$ cat config.mk
export PLATFORM = sky130hd
export DESIGN_NAME = serial_card_front
export DESIGN_NICKNAME = d
export VERILOG_FILES = /design/src/rtl/serial_card_front.sv
export SDC_FILE = /design/constraint.sdc
export NUM_CORES = 1
export LEC_CHECK = 0
export ABC_CLOCK_PERIOD_IN_PS = 1600
export BUFFER_PORTS_ARGS = -buffer_cell sky130_fd_sc_hd__buf_2
export CORE_MARGIN = 4
export CORE_UTILIZATION = 42
export DETAILED_ROUTE_END_ITERATION = 7
export PLACE_DENSITY = 0.75
export SYNTH_ARGS = -nofsm -noshare
export SYNTH_HDL_FRONTEND = slang
export SYNTH_SLANG_ARGS = --single-unit
$ cat constraint.sdc
create_clock -name clk -period 1.6 [get_ports clk]
set_input_delay 0.16 -clock clk [delete_from_list [all_inputs] [get_ports clk]]
set_output_delay 0.16 -clock clk [all_outputs]
set_load 0.05 [all_outputs]
$ cat src/rtl/serial_card_front.sv
module serial_card_front #(
  parameter int ADDR_W  = 8,
  parameter bit ALT_ID  = 1'b0,
  parameter int RST_CYC = 4
) (
  input  logic              clk,
  input  logic              rst_n,
  input  logic [ADDR_W-1:0] bus_addr,
  input  logic              bus_wr,
  input  logic              bus_rd,
  input  logic [7:0]        bus_wdata,
  output logic [7:0]        bus_rdata,
  input  logic              remote_sw,
  input  logic [1:0]        ipl_strap,
  input  logic              uart_irq,
  output logic              card_irq,
  output logic [2:0]        irq_level,
  output logic              uart_reset,
  output logic [2:0]        uart_addr,
  output logic              uart_wr,
  output logic              uart_rd,
  output logic [7:0]        uart_wdata,
  input  logic [7:0]        uart_rdata
);
  localparam int CW = $clog2(RST_CYC + 1);
  localparam logic [7:0] ID_VAL = ALT_ID ? 8'h42 : 8'h02;

  logic [CW-1:0] rst_cnt;
  logic          soft_rst;
  logic          ie_q;
  logic [7:0]    cfg_a, cfg_b;
  logic          in_range, card_hit, chip_hit;

  assign in_range = (bus_addr[ADDR_W-1:5] == '0) && bus_addr[0];
  assign card_hit = in_range && (bus_addr[4:3] == 2'b00);
  assign chip_hit = in_range && bus_addr[4] && (bus_addr[3:1] != 3'b111);
  assign soft_rst = (rst_cnt != '0);
  assign uart_reset = soft_rst || !rst_n;

  assign uart_addr  = bus_addr[3:1];
  assign uart_wdata = bus_wdata;
  assign uart_wr    = bus_wr && chip_hit && !uart_reset;
  assign uart_rd    = bus_rd && chip_hit && !uart_reset;

  assign card_irq  = ie_q && uart_irq;
  assign irq_level = {1'b0, ipl_strap} + 3'd3;

  always_ff @(posedge clk or negedge rst_n) begin
    if (!rst_n) begin
      rst_cnt <= '0;
    end else if (bus_wr && card_hit && bus_addr[2:1] == 2'd0) begin
      rst_cnt <= CW'(RST_CYC);
    end else if (soft_rst) begin
      rst_cnt <= rst_cnt - 1'b1;
    end
  end

  always_ff @(posedge clk or negedge rst_n) begin
    if (!rst_n) begin
      ie_q  <= 1'b0;
      cfg_a <= '0;
      cfg_b <= '0;
    end else if (soft_rst) begin
      ie_q  <= 1'b0;
      cfg_a <= '0;
      cfg_b <= '0;
    end else if (bus_wr && card_hit) begin
      case (bus_addr[2:1])
        2'd1:    ie_q  <= bus_wdata[7];
        2'd2:    cfg_a <= bus_wdata;
        2'd3:    cfg_b <= bus_wdata;
        default: ;
      endcase
    end
  end

  always_comb begin
    bus_rdata = 8'hFF;
    if (card_hit) begin
      case (bus_addr[2:1])
        2'd0:    bus_rdata = {remote_sw, ID_VAL[6:0]};
        2'd1:    bus_rdata = {ie_q, uart_irq, ipl_strap, 4'b0000};
        2'd2:    bus_rdata = cfg_a;
        default: bus_rdata = cfg_b;
      endcase
    end else if (chip_hit && !uart_reset) begin
      bus_rdata = uart_rdata;
    end
  end

  logic [CW:0] pulse_len;
  always_ff @(posedge clk or negedge rst_n) begin
    if (!rst_n)             pulse_len <= '0;
    else if (!uart_reset)   pulse_len <= '0;
    else                    pulse_len <= pulse_len + 1'b1;
  end

  assert_irq_gated_R5: assert property (@(posedge clk) disable iff (!rst_n)
    card_irq |-> uart_irq);
  assert_no_strobe_in_reset_R3: assert property (@(posedge clk) disable iff (!rst_n)
    uart_reset |-> !(uart_wr || uart_rd));
  assert_level_range_R6: assert property (@(posedge clk) disable iff (!rst_n)
    irq_level >= 3'd3 && irq_level <= 3'd6);
  assert_undecoded_quiet_R9: assert property (@(posedge clk) disable iff (!rst_n)
    (uart_wr || uart_rd) |-> (bus_addr[0] && bus_addr[ADDR_W-1:4] == 1));
  assert_reset_follows_write_R2: assert property (@(posedge clk) disable iff (!rst_n)
    (bus_wr && bus_addr == ADDR_W'(1)) |=> uart_reset);
  assert_reset_length_R2: assert property (@(posedge clk) disable iff (!rst_n)
    (uart_reset && $past(uart_reset) && !$past(bus_wr && bus_addr == ADDR_W'(1)))
      |-> pulse_len <= (CW+1)'(RST_CYC));
  assert_reset_ends_R2: assert property (@(posedge clk) disable iff (!rst_n)
    (pulse_len == (CW+1)'(RST_CYC) && !$past(bus_wr && bus_addr == ADDR_W'(1)))
      |-> !uart_reset);
endmodule

==> impl_metrics.py <==
metrics = {
    "flow_run": {
        "cap_violations": 0,
    },
    "run_status": {
        "outcome": "finished with violations",
        "violations": "setup timing",
    },
    "placement": {
        "port_buffers": 57,
        "postPlaceCellArea_um2": 1780,
        "finalWeightedCongestion": 0.831,
        "dp_cells": 235,
        "place_ws_ns": -0.302,
        "dpl.hpwl_mm": 2.56,
    },
    "clock_network": {
        "clock-sinks": 20,
        "numCtsBuffers": 3,
        "htree_levels": 1,
        "clock_path_buffers": 2,
        "root_buffer": "clkbuf_4",
        "clk_latency_ns": 0.30,
        "cts_tree": "yes",
        "clkTransAtPathRegs_ns": 0.11,
    },
    "yosys": {
        "yosys.area.top_type_share": 0.373,
        "syn_inst": 140,
        "yosysTopAreaCell": "dfrtp_1",
        "syn_nets": 175,
        "yosysUniqueCellTypes": 33,
        "ys_warn_count": 0,
        "synth_seq_cells": 20,
        "avgSynthCellArea_um2": 9.57,
        "synth_seq_area_share": 0.373,
        "synth_area_leaders": "dfrtp_1 37%, mux2i_1 13%, nand2_1 7.8%",
        "synthesis.area_um2": 1340,
    },
    "floorplanning": {
        "core-area_um2": 3050,
        "io_pins": 58,
        "die_y_um": 64.5,
        "dieArea_um2": 4160,
        "rows": 20,
        "initial_core_util": 0.439,
        "die_w_um": 64.5,
    },
    "global_routing": {
        "antenna_found_initial": 0,
        "grt_overflow": 0,
        "grt_pass1_vias": 1211,
        "grt_pass1_wl_mm": 5.61,
        "met3_usage": 0.0191,
        "grt_max_degree": 29,
        "gr-usage-met2": 0.316,
        "track_usage": 0.167,
        "grt.busiest_layer": "met2",
        "globalRouteMet1Util": 0.193,
    },
    "pwr": {
        "peakVddDrop_mv": 0.450,
        "pwr-share-clk": 0.186,
        "p_leak_uw": 0.000974,
        "switching_share": 0.367,
        "internal_power_uw": 974,
        "p_seq_frac": 0.370,
        "p_comb_frac": 0.444,
        "switchingPower_uw": 564,
        "power_density_nw_per_um2": 806,
    },
    "layout": {
        "fin_cells": 241,
        "num_antenna_cells": 0,
        "final_area_um2": 1910,
        "final_common_cell": "buf_2",
        "final_nets": 233,
        "final_cell_mix": "46 x buf_2, 28 x nand2_1, 20 x dfrtp_1",
        "syn_to_final_growth_pct": 42.4,
        "drive_above_1_share": 0.508,
        "fin_util": 0.625,
    },
    "sta": {
        "period_needed_ns": 1.83,
        "fin_crit_sh": 1.14,
        "max_slew_margin": 0.736,
        "setup_slack_ns": -0.231,
        "hold_viol": 0,
        "tightest_slew_ns": 0.395,
        "drv_slew": 0,
        "finalClockSkew_ns": 0.00205,
        "setup_viol": 10,
        "fin_hold_ws_ns": 0.120,
        "timing.fmax_mhz": 546,
        "rsz0062_at_grt": "true",
    },
    "route": {
        "detail_route.wl_per_cell_um": 13.5,
        "avgViaCountPerCell": 4.98,
        "drt_first_pass_iters": 4,
        "via_count": 1200,
        "finalWirelength_mm": 3.26,
        "drc": 0,
        "drt_iter0_markers": 34,
        "postRouteAntennaNets": 0,
    },
    "critical_path": {
        "rr_worst_depth": 6,
        "r2r-start": "rst_cnt[1]$_DFFE_PN0P_",
        "r2r_slack_ns": 0.33,
        "cp-start-kind": "flop",
        "crit_arrival_ns": 1.67,
        "required_ns": 1.44,
        "r2r_end": "cfg_a[7]$_DFFE_PN0P_",
        "crit_type": "reg2out",
        "end_kind": "output pin",
        "path_max_fanout": 7,
    },
    "hold_path": {
        "min_path_type": "in2reg",
        "min-delay-start": "bus_wdata[5]",
        "whs_path_depth": 3,
        "holdPathEnd": "cfg_b[5]$_DFFE_PN0P_",
    },
}
logic make-up (layout without fill, tap and decap cells):
group / Yosys count / after routing / synth area share
compound gates: 14 / 14 / 0.0859
xor+xnor: 1 / 1 / 0.00654
fa+ha+maj: 3 / 3 / 0.0280
flops: 20 / 20 / 0.373
mux: 24 / 24 / 0.194
buf+inv: 26 / 83 / 0.106
simple gates: 52 / 52 / 0.205
power groups by stage:
stage                     combinational [uW]  sequential [uW]  clock (uW)
after floorplan                          461              574           0
after global placement                   645              578           0
after detailed placement                 675              580           0
after CTS                                685              570         291
after global routing                     760              576         313
final                                    683              569         286
what timing repair did:
action	4_1_cts	5_1_grt
hold endpoints to repair	20	0
cloned	0	0
hold buffers	1	0
gates resized for setup	23	0
buffers inserted	1	0
pin swaps	5	3
endpoints found under the setup margin	10	10
through the flow:
step / total power [uW] / TNS [ns]
2_1_floorplan: 1040 / -3.62
3_3_place_gp: 1220 / -1.30
3_5_place_dp: 1260 / -1.42
4_1_cts: 1550 / -2.34
5_1_grt: 1650 / -3.02
6_report: 1540 / -2.10
cells in the mapped netlist:
cell,n
a211o_1,1
a211oi_1,1
a21oi_1,1
a22oi_1,3
a2bb2oi_1,6
and2_1,1
and3_1,1
and3_2,1
buf_4,12
clkbuf_1,5
dfrtp_1,20
ha_1,3
inv_1,9
mux2_2,6
mux2i_1,17
mux4_2,1
nand2_1,28
nand3_1,2
nand3b_1,1
nand4_2,1
nand4b_2,1
nor2_1,4
nor2b_1,4
nor3_1,1
nor3b_1,1
nor4_1,1
nor4b_1,2
o22a_1,1
o32a_1,1
or3_1,1
or3b_2,1
or4b_4,1
xnor2_1,1
worst max-delay path by stage:
stage,cells after the start,slack [ns],from,end
3_3_place_gp,5,-0.28,bus_addr[7],bus_rdata[1]
3_5_place_dp,5,-0.30,bus_addr[7],bus_rdata[1]
2_1_floorplan,5,-0.39,rst_cnt[1]$_DFFE_PN0P_,bus_rdata[7]
5_1_grt,7,-0.33,rst_cnt[1]$_DFFE_PN0P_,bus_rdata[5]
6_report,7,-0.23,rst_cnt[1]$_DFFE_PN0P_,bus_rdata[5]
4_1_cts,7,-0.26,rst_cnt[1]$_DFFE_PN0P_,bus_rdata[5]
area by class of cell:
| cell class | count | area [um2] |
|---|---|---|
| multi-input combinational | 94 | 800 |
| fill | 265 | 1140 |
| timing repair buffer | 70 | 483 |
| tap | 44 | 55.1 |
| inverter | 9 | 33.8 |
| clock buffer | 4 | 36.3 |
| sequential | 20 | 500 |
sequential cells by signal, summed over array words and instances, names as in the netlist:
register	count
ie_q	1
cfg_a	8
cfg_b	8
rst_cnt	3
per-layer routing:
layer / vias up / wire length, um
met5: - / 0
met4: 0 / 61
met3: 7 / 204
met2: 46 / 1650
met1: 559 / 1340
li1: 588 / -
worst max-delay path, cell delays in order (launching register included):
cell and delay (ns):
dfrtp_1 0.38, inv_2 0.08, ha_4 0.14, nand3b_1 0.09, nand4b_4 0.23, buf_12 0.17, a2bb2oi_2 0.13, buf_6 0.16
Note: power is estimated with default switching activity, not from simulation.
